$ cat config.mk
export PLATFORM = sky130hd
export DESIGN_NAME = evt_timer
export DESIGN_NICKNAME = d
export VERILOG_FILES = /design/src/rtl/evt_timer_pkg.sv /design/src/rtl/evt_timer_ctrl.sv /design/src/rtl/evt_timer_count.sv /design/src/rtl/evt_timer_flag.sv /design/src/rtl/evt_timer.sv
export SDC_FILE = /design/constraint.sdc
export NUM_CORES = 1
export LEC_CHECK = 0
export ABC_AREA = 1
export BUFFER_PORTS_ARGS = -buffer_cell sky130_fd_sc_hd__buf_4
export CORE_MARGIN = 5
export CORE_UTILIZATION = 51
export CTS_CLUSTER_DIAMETER = 200
export DETAILED_ROUTE_END_ITERATION = 7
export PLACE_DENSITY = 0.78
export RECOVER_POWER = 50
export SYNTH_ARGS = -nofsm -noshare
export SYNTH_HDL_FRONTEND = slang
export SYNTH_SLANG_ARGS = --single-unit
export TNS_END_PERCENT = 30
$ cat constraint.sdc
create_clock -name clk -period 1.8 [get_ports clk]
set_input_delay 0.09 -clock clk [delete_from_list [all_inputs] [get_ports clk]]
set_output_delay 0.09 -clock clk [all_outputs]
set_load 0.02 [all_outputs]
$ cat src/rtl/evt_timer_pkg.sv
package evt_timer_pkg;
  localparam int RUN_BIT    = 31;
  localparam int REPEAT_BIT = 30;
  localparam int ACK_BIT    = 30;
  localparam int PEND_BIT   = 30;
  localparam int SEL_BIT    = 2;

  typedef enum logic {
    SEL_CTRL = 1'b0,
    SEL_STAT = 1'b1
  } reg_sel_e;
endpackage

$ cat src/rtl/evt_timer_ctrl.sv
module evt_timer_ctrl #(
  parameter int CNT_W = 29
) (
  input  logic             clk,
  input  logic             rst,
  input  logic             ctrl_wr,
  input  logic             run_in,
  input  logic             repeat_in,
  input  logic [CNT_W-1:0] value_in,
  input  logic             oneshot_done,
  output logic             run,
  output logic             repeat_mode,
  output logic [CNT_W-1:0] reload
);
  always_ff @(posedge clk) begin
    if (rst) begin
      run         <= 1'b0;
      repeat_mode <= 1'b0;
      reload      <= '0;
    end else if (ctrl_wr) begin
      run         <= run_in;
      repeat_mode <= repeat_in;
      reload      <= value_in;
    end else if (oneshot_done) begin
      run <= 1'b0;
    end
  end

  // a one-shot expiry stops the channel
  a_r4_self_stop: assert property (@(posedge clk) disable iff (rst)
    oneshot_done && !ctrl_wr |=> !run);
  // control write fields are captured
  a_r2_capture: assert property (@(posedge clk) disable iff (rst)
    ctrl_wr |=> (run == $past(run_in)) && (reload == $past(value_in)));
endmodule

$ cat src/rtl/evt_timer_count.sv
module evt_timer_count #(
  parameter int CNT_W = 29
) (
  input  logic             clk,
  input  logic             rst,
  input  logic             tick_en,
  input  logic             ctrl_wr,
  input  logic [CNT_W-1:0] load_val,
  input  logic             run,
  input  logic             repeat_mode,
  input  logic [CNT_W-1:0] reload,
  output logic [CNT_W-1:0] count,
  output logic             expire
);
  logic at_zero;
  logic step;

  assign at_zero = (count == '0);
  assign step    = tick_en && run && !ctrl_wr;
  assign expire  = step && at_zero;

  always_ff @(posedge clk) begin
    if (rst) begin
      count <= '0;
    end else if (ctrl_wr) begin
      count <= load_val;
    end else if (step) begin
      if (!at_zero) begin
        count <= count - 1'b1;
      end else if (repeat_mode) begin
        count <= reload;
      end
    end
  end

  // a tick on a nonzero count decrements by one
  a_r3_count_down: assert property (@(posedge clk) disable iff (rst)
    tick_en && run && !ctrl_wr && (count != '0) |=> count == $past(count) - 1'b1);
  // repeat expiry reloads
  a_r5_reload: assert property (@(posedge clk) disable iff (rst)
    expire && repeat_mode |=> count == $past(reload));
  // a stopped channel holds its count
  a_r10_hold: assert property (@(posedge clk) disable iff (rst)
    !run && !ctrl_wr |=> $stable(count));
  // a control write loads the counter at once
  a_r2_load: assert property (@(posedge clk) disable iff (rst)
    ctrl_wr |=> count == $past(load_val));
endmodule

$ cat src/rtl/evt_timer_flag.sv
module evt_timer_flag (
  input  logic clk,
  input  logic rst,
  input  logic expire,
  input  logic ack,
  output logic pend
);
  always_ff @(posedge clk) begin
    if (rst) begin
      pend <= 1'b0;
    end else if (expire) begin
      pend <= 1'b1;
    end else if (ack) begin
      pend <= 1'b0;
    end
  end

  // a new expiry wins over a same-cycle acknowledge
  a_r8_set_wins: assert property (@(posedge clk) disable iff (rst)
    expire |=> pend);
  // an acknowledge alone clears
  a_r7_clear: assert property (@(posedge clk) disable iff (rst)
    ack && !expire |=> !pend);
  // without expiry or acknowledge the flag holds
  a_r7_hold: assert property (@(posedge clk) disable iff (rst)
    !ack && !expire |=> $stable(pend));
endmodule

$ cat src/rtl/evt_timer.sv
module evt_timer #(
  parameter int DATA_W = 32,
  parameter int ADDR_W = 3,
  parameter int CNT_W  = 29
) (
  input  logic              clk,
  input  logic              rst,
  input  logic              tick_en,
  input  logic              wr_en,
  input  logic [ADDR_W-1:0] wr_addr,
  input  logic [DATA_W-1:0] wr_data,
  input  logic [ADDR_W-1:0] rd_addr,
  output logic [DATA_W-1:0] rd_data,
  output logic              irq
);
  import evt_timer_pkg::*;

  reg_sel_e         wr_sel;
  reg_sel_e         rd_sel;
  logic             ctrl_wr;
  logic             ack;
  logic             run;
  logic             repeat_mode;
  logic [CNT_W-1:0] reload;
  logic [CNT_W-1:0] count;
  logic             expire;
  logic             pend;
  logic [DATA_W-1:0] ctrl_word;
  logic [DATA_W-1:0] stat_word;
  logic             unused_bits;

  assign wr_sel  = reg_sel_e'(wr_addr[SEL_BIT]);
  assign rd_sel  = reg_sel_e'(rd_addr[SEL_BIT]);
  assign ctrl_wr = wr_en && (wr_sel == SEL_CTRL);
  assign ack     = wr_en && (wr_sel == SEL_STAT) && wr_data[ACK_BIT];
  assign unused_bits = ^{wr_addr, rd_addr, wr_data};

  evt_timer_ctrl #(.CNT_W(CNT_W)) u_ctrl (
    .clk          (clk),
    .rst          (rst),
    .ctrl_wr      (ctrl_wr),
    .run_in       (wr_data[RUN_BIT]),
    .repeat_in    (wr_data[REPEAT_BIT]),
    .value_in     (wr_data[CNT_W-1:0]),
    .oneshot_done (expire && !repeat_mode),
    .run          (run),
    .repeat_mode  (repeat_mode),
    .reload       (reload)
  );

  evt_timer_count #(.CNT_W(CNT_W)) u_count (
    .clk         (clk),
    .rst         (rst),
    .tick_en     (tick_en),
    .ctrl_wr     (ctrl_wr),
    .load_val    (wr_data[CNT_W-1:0]),
    .run         (run),
    .repeat_mode (repeat_mode),
    .reload      (reload),
    .count       (count),
    .expire      (expire)
  );

  evt_timer_flag u_flag (
    .clk    (clk),
    .rst    (rst),
    .expire (expire),
    .ack    (ack),
    .pend   (pend)
  );

  always_comb begin
    ctrl_word = '0;
    ctrl_word[CNT_W-1:0]  = reload;
    ctrl_word[RUN_BIT]    = run;
    ctrl_word[REPEAT_BIT] = repeat_mode;
    stat_word = '0;
    stat_word[CNT_W-1:0]  = count;
    stat_word[PEND_BIT]   = pend;
  end

  always_ff @(posedge clk) begin
    if (rst) begin
      rd_data <= '0;
    end else begin
      rd_data <= (rd_sel == SEL_STAT) ? stat_word : ctrl_word;
    end
  end

  assign irq = pend;

  // a stopped channel never raises a new interrupt
  a_r6_quiet_stopped: assert property (@(posedge clk) disable iff (rst)
    !run && !pend |=> !pend);
  // status read returns pending flag in bit 30
  a_r9_stat_flag: assert property (@(posedge clk) disable iff (rst)
    (rd_sel == SEL_STAT) |=> rd_data[PEND_BIT] == $past(pend));
endmodule

==> results of run 1 <==
==> placed cells by master, fill, tap and decap left out, types with 3 or more instances in the layout <==
master,synthesis,layout
nor2_2,1,19
o21ai_0,43,40
nand2_2,3,4
buf_4,4,83
xor2_1,18,18
clkbuf_1,23,11
nor2_1,100,81
dfxtp_1,92,92
clkbuf_8,0,9
dlygate4sd3_1,0,14
o21ai_1,37,40
nand2_1,142,141
a21oi_1,83,83
nand3_1,35,35
inv_1,50,50
clkinvlp_4,0,3
nand4_1,9,9
==> cell families after synthesis <==
| logic type | synth area share |
|---|---|
| compound gates | 0.182 |
| xor+xnor | 0.0372 |
| fa+ha+maj | 0.00280 |
| buf+inv | 0.0847 |
| flops | 0.412 |
| other cells | 0.000838 |
| simple gates | 0.281 |
==> path summary, 6_finish.rpt <==
kind,to,slack (ns),cells past startpoint
max,u_count.count[23],0.08,10
max reg2reg,u_count.count[23],0.08,10
min,u_ctrl.reload[13],0.003,3
min reg2reg,rd_data[31],0.47,2
==> layout make-up <==
cell class	count	area (um^2)	area share
Clock buffer	10	128	0.0230
Clock inverter	6	41.3	0.00745
Inverter	54	215	0.0388
Multi-Input combinational cell	481	2320	0.418
Sequential cell	92	1840	0.332
Tap cell	108	135	0.0244
Timing Repair Buffer	113	863	0.156
==> stage by stage <==
stage | TNS, ns | instance area, um^2 | utilization
after detailed placement | -0.0422 | 5180 | 0.600
after CTS | 0 | 5490 | 0.636
after global placement | 0 | 5180 | 0.600
after floorplan | 0 | 4480 | -
final | 0 | 5540 | 0.642
after global routing | -0.0713 | 5540 | 0.642
==> per-layer routing <==
layer / part of all wire / global-route usage / routed length (um) / up-vias
li1: - / - / - / 2325
met2: 0.48 / 0.369 / 5880 / 137
met4: 0.020 / 0.0796 / 245 / 0
met1: 0.45 / 0.289 / 5520 / 2127
met3: 0.053 / 0.0404 / 649 / 22
met5: 0 / 0 / 0 / -
==> power by group through the flow <==
stage	logic [W]	registers [W]	clock network [W]
6_report	0.00128	0.00227	0.00125
5_1_grt	0.00143	0.00228	0.00136
4_1_cts	0.00124	0.00226	0.00126
3_5_place_dp	0.00121	0.00230	0
3_3_place_gp	0.00118	0.00230	0
2_1_floorplan	0.000760	0.00235	0
==> worst reg2reg max path, stage by stage, from the launching register on <==
cell and delay (ns):
dfxtp_1 0.37, nor2_2 0.16, nand2_1 0.11, nor2_2 0.15
nand2_1 0.11, nor2_4 0.18, nand2_2 0.08, nand2_4 0.10
inv_8 0.10, o21ai_1 0.21, a21oi_1 0.06
==> sequential cells by signal, summed over array words and instances, names as in the netlist <==
name	cells
rd_data	31
u_count.count	29
u_ctrl.reload	29
u_ctrl.repeat_mode	1
u_ctrl.run	1
u_flag.pend	1
==> what timing repair did <==
action / 4_1_cts / 5_1_grt
setup buffers: 0 / 3
endpoints found under the hold margin: 14 / 0
setup endpoints to repair: 7 / 31
pin swaps: 0 / 3
cloned: 0 / 1
gates resized for setup: 1 / 28
hold buffers: 14 / 0
==> results.md, run 1 <==
* Outcome: finished clean
* Seq pwr share at 0.473
* Synth area leaders: dfxtp_1 41%, nand2_1 12%, a21oi_1 9.3%, nor2_1 8.4%, o21ai_0 4.8%
* Core Region at about 0.0086 mm^2
* Clock-pin slew on the worst setup and hold paths at 0.10 ns
* Worst endpoint required time at slightly above 2 ns
* CP bufs+invs at 1
* Post-DRT Antenna Nets at 0
* Max Cap Violations at 0
* Root buf cell: clkbuf_8
* Clk buf depth at 2
* Area growth syn-to-layout at 23.9%
* Worst Setup SP: u_count.count[20]
* First-pass GRT wire length at roughly 21000 um
* Drt initial violations at ~270
* TritonCTS Buffers at 9
* Synthesized area at 0.00448 mm^2
* Count leader, synth: nand2_1
* CP Class: reg -> reg
* Synth Net Count at between 700 and 800
* Gate Count Post-Synth at between 600 and 700
* Starting Density at 0.518
* PwrDens at ~860 mW/mm^2
* Fmax at slightly below 0.6 GHz
* Max FO, Critical Path at 46
* Die X-Extent at slightly above 100 um
* Worst setup SP type: flop
* DR WL/cell at 14.2 um
* Antenna violations before repair at 0
* Design Power at around 0.0048 W
* Hold Path Class: in -> reg
* NetSw at between 0.0015 and 0.002 W
* Endpoints failing setup at 0
* 1st-pass router iterations at 5
* Clock share of power at 0.260
* Syn_area_per_cell at around 6.8 um^2
* Clk_lat worst skew at between 0.3 and 0.4 ns
* Worst-Margin Slew at roughly 0.66 ns
* Largest net degree at the start of global routing at between 50 and 60
* Port Buffers at 68
* Die area at approximately 0.011 mm^2
* Number of global-route vias before repair at around 4400
* Seq/Total Area, Yosys at 0.412
* Critical-path cell list: nor2_2 > nand2_1 > nor2_2 > nand2_1 > nor2_4 > nand2_2 > nand2_4 > inv_8 > o21ai_1 > a21oi_1
* Routed WL at between 10000 and 15000 um
* Yosys reg bits at 92
* Placed cells at 830
* Ys async rst share at 0
* Minimum clock period at approximately 1.7 ns
* Io pins at 75
* Hold_sp: wr_data[13]
* Post-synth top area cell: dfxtp_1
* Global placer's final weighted congestion at 0.899
* Post-layout nets at approximately 800
* Sink Count at 92
* GRT Total Usage at 0.223
* Slew HR at 0.562
* Ratio of cells with drive above 1 in the final layout at 0.183
* Detailed-route DRC error count at 0
* Cell Rows at 34
* CTS tree: built
* Design internal power at ~0.0032 W
* DP HPWL at 8460 um
* Final Hold Viols at 0
* Top_reg_cell synth: dfxtp_1
* Clock Skew at 0.0143 ns
* Filler Cell Count at a little under 800
* Leak Pwr at 2.39 nW
* Max-slew violations at 0
* Crit end category: flop
* Dpl ws at -0.0167 ns
* Synthesis Warnings at 0
* Worst path slowest cell: dfxtp_1
* Final worst slack at 0.0836 ns
* Grt total ovfl at 0
* Vert. Die Dim at between 100 and 150 um
* Worst r2r src: u_count.count[20]
* CP top delay family: simple AND/OR/NAND/NOR gates
* Final non-filler cell total at between 800 and 900
* Via density at approximately 5.3
* Crit share post-route at 0.954
* Switching Fraction at 0.339
* Synth unique cells at 27
* RSZ-0062 raised after global routing: yes
* Gate power share at 0.267
* Hold Worst Slack at 0.00296 ns
* Synth top cells by count: 142 x nand2_1, 100 x nor2_1, 92 x dfxtp_1, 83 x a21oi_1, 50 x inv_1
* Via Count at 4611
* Total number of H-tree levels at 3
* Max rail drop VDD at slightly below 0.5 mV
* Critical Path AT at slightly below 2 ns
* Yosys top cell area share at 0.412
* EDFF count, synth at 0
* Number of diodes at 0
* Slowest stage delay, CP at 0.37 ns
No activity file was read; power rests on OpenSTA's default activity.
==> run 2, diff against run 1 <==
--- a/config.mk
+++ b/config.mk
@@ -8,10 +8,10 @@
 export ABC_AREA = 1
 export BUFFER_PORTS_ARGS = -buffer_cell sky130_fd_sc_hd__buf_4
 export CORE_MARGIN = 5
-export CORE_UTILIZATION = 51
+export CORE_UTILIZATION = 27
 export CTS_CLUSTER_DIAMETER = 200
 export DETAILED_ROUTE_END_ITERATION = 7
-export PLACE_DENSITY = 0.78
+export PLACE_DENSITY = 0.48
 export RECOVER_POWER = 50
 export SYNTH_ARGS = -nofsm -noshare
 export SYNTH_HDL_FRONTEND = slang
==> run 2 against run 1 <==
Net effect:
- final area up 7.8%
- core utilization shrank 28 points
- maximum frequency grew 0.82%
==> results.md, run 2 (synthesis results as in run 1) <==
* 1st-pass router iterations at 4
* Final Core Density at 0.364
* Post-layout nets at around 800
* Final instance area at roughly 0.0060 mm^2
* Max FO, Critical Path at 6
* DR top layer: met4
* Starting Density at 0.273
* Clock-pin slew on the worst setup and hold paths at 0.07 ns
* Hold Worst Slack at about 0.013 ns
* Crit end category: flop
* Vert. Die Dim at roughly 140 um
* Area growth syn-to-layout at 33.5%
* Worst endpoint required time at roughly 2.1 ns
* Hold EP: u_ctrl.reload[18]
* Leak Pwr at 2.56 nW
* Outcome: finished clean
* Placed cells at roughly 950
* Final Hold Viols at 0
* CP Class: reg -> reg
* TritonCTS Buffers at 9
* Port Buffers at 68
* CP top delay family: simple AND/OR/NAND/NOR gates
* Ratio of cells with drive above 1 in the final layout at 0.233
* Met3 wire len at 608 um
* DR WL/cell at approximately 14 um
* Worst path slowest cell: dfxtp_1
* Reg2Reg Depth at 11
* Via density at ~4.6
* Most frequent cells in the layout: 139 x nand2_1, 101 x buf_4, 84 x dfxtp_1, 83 x a21oi_1, 81 x nor2_1
* DP HPWL at 9330 um
* Number of flip-flops in the largest register at 31
* Largest net degree at the start of global routing at between 60 and 70
* M1 WL at between 6000 and 7000 um
* Slowest stage delay, CP at 0.32 ns
* Core Region at 0.0164 mm^2
* Cell Rows at 47
* Worst R2R End: u_count.count[26]
* Placed instance area at 0.00539 mm^2
* Final non-filler cell total at 980
* Clk_lat worst skew at ~0.35 ns
* Max rail drop VDD at approximately 0.43 mV
* R2r setup slk at roughly 0.1 ns
* Routed WL at between 10000 and 15000 um
* Post-DRT Antenna Nets at 0
* Critical-path cell list: inv_2 > ha_4 > nand2_4 > nor2_8 > nand2_2 > nor2_4 > nand2_4 > nand2_8 > clkbuf_16 > a21oi_1 > a21oi_1
* Worst-Margin Slew at roughly 1.0 ns
* Fmax at between 0.5 and 0.6 GHz
* GRT Total Usage at 0.142
* PwrDens at 914 mW/mm^2
* Top Registers: rd_data (31), u_count.count (29), u_ctrl.reload (29)
* Detailed-route DRC error count at 0
* Io pins at 75
* Design Power at ~0.0055 W
* Worst r2r src: u_count.count[1]
* Metal2 WL at 6580 um
* Number of global-route vias before repair at ~4500
* Clk buf depth at 2
* First-pass GRT wire length at 22500 um
* Slew HR at 0.332
* Largest register by flop count: rd_data
* Drt initial violations at about 280
* Most common cell after layout, fill and taps aside: nand2_1
* Max Cap Violations at 0
* Global placer's final weighted congestion at around 0.85
* Die X-Extent at around 140 um
* Hold path depth at 3
* Number of diodes at 0
* Endpoints failing setup at 0
* Antenna violations before repair at 0
* Clock Skew at roughly 0.0070 ns
* Critical Path AT at a little under 2 ns
* Via Count at approximately 4500
* Worst setup SP type: flop
* CP bufs+invs at 2
* Total number of H-tree levels at 3
* Minimum clock period at between 1.5 and 2 ns
* Hold Path Class: in -> reg
* Grt total ovfl at 0
* Hold_sp: wr_data[18]
* Max-slew violations at 0
* Crit share post-route at 0.946
* Sink Count at 92
* CTS tree: built
* Die area at around 0.019 mm^2
* Root buf cell: clkbuf_16
## run 2: cell count changes in the layout (fill, tap and decap cells not counted), moves of 3 or more
cell           change
nor2_4             +7
o21ai_2            +4
buf_4             +18
clkbuf_8           -8
clkbuf_1           -7
dfxtp_1            -8
inv_1              -3
clkbuf_16         +10
inv_2              +3
dlygate4sd3_1      -9
o21ai_1            -5
nor2_2             -7
dfxtp_2            +8
## run 2: worst reg2reg max path, stage by stage (launching register included)
cell	delay, ns
dfxtp_1	0.32
inv_2	0.08
ha_4	0.15
nand2_4	0.07
nor2_8	0.13
nand2_2	0.08
nor2_4	0.15
nand2_4	0.09
nand2_8	0.19
clkbuf_16	0.19
a21oi_1	0.05
a21oi_1	0.15
## run 2: what timing repair did
action | CTS | global route
setup buffers | 0 | 4
endpoints found under the setup margin | 17 | 31
gates cloned | 0 | 4
hold endpoints to repair | 5 | 0
gates resized for setup | 1 | 65
hold buffers | 5 | 0
pin swaps | 0 | 13
## run 2: layout make-up
| class | instances | area [um^2] |
|---|---|---|
| Timing Repair Buffer | 115 | 906 |
| Clock inverter | 4 | 25.0 |
| Multi-Input combinational cell | 481 | 2410 |
| Clock buffer | 12 | 246 |
| Tap cell | 220 | 275 |
| Sequential cell | 92 | 1850 |
| Inverter | 54 | 236 |
| Timing Repair inverter | 2 | 22.5 |
| Fill cell | 1738 | 10400 |
## run 2: stage by stage
step | setup TNS [ns] | setup slack [ns]
floorplan | 0 | 0.0291
global placement | -0.000930 | -0.000930
detailed placement | -0.0937 | -0.0197
CTS | 0 | 0.0100
global route | -0.0288 | -0.0269
finish | 0 | 0.0976
## run 2: where the power goes
part	internal (W)	total, W	switching, W
clock	0.000971	0.00179	0.000819
combinational	0.000556	0.00139	0.000837
sequential	0.00218	0.00228	0.0000992
## run 2: how the worst max path moves through the flow
stage | from | to | slack [ns] | cells after the start
after floorplan | u_count.count[0] | u_count.count[2] | 0.03 | 12
after global placement | u_count.count[0] | u_count.count[7] | -0.0009 | 12
after detailed placement | u_count.count[0] | u_count.count[0] | -0.02 | 12
after CTS | u_count.count[0] | u_count.count[16] | 0.01 | 11
after global routing | u_count.count[1] | u_count.count[9] | -0.03 | 11
final | u_count.count[1] | u_count.count[26] | 0.1 | 11
## run 2: per-layer routing
metal  GRT usage  up-vias
li1            -     2324
met1       0.188     2070
met2       0.226       97
met3      0.0297       19
met4      0.0566        0
met5           0        -
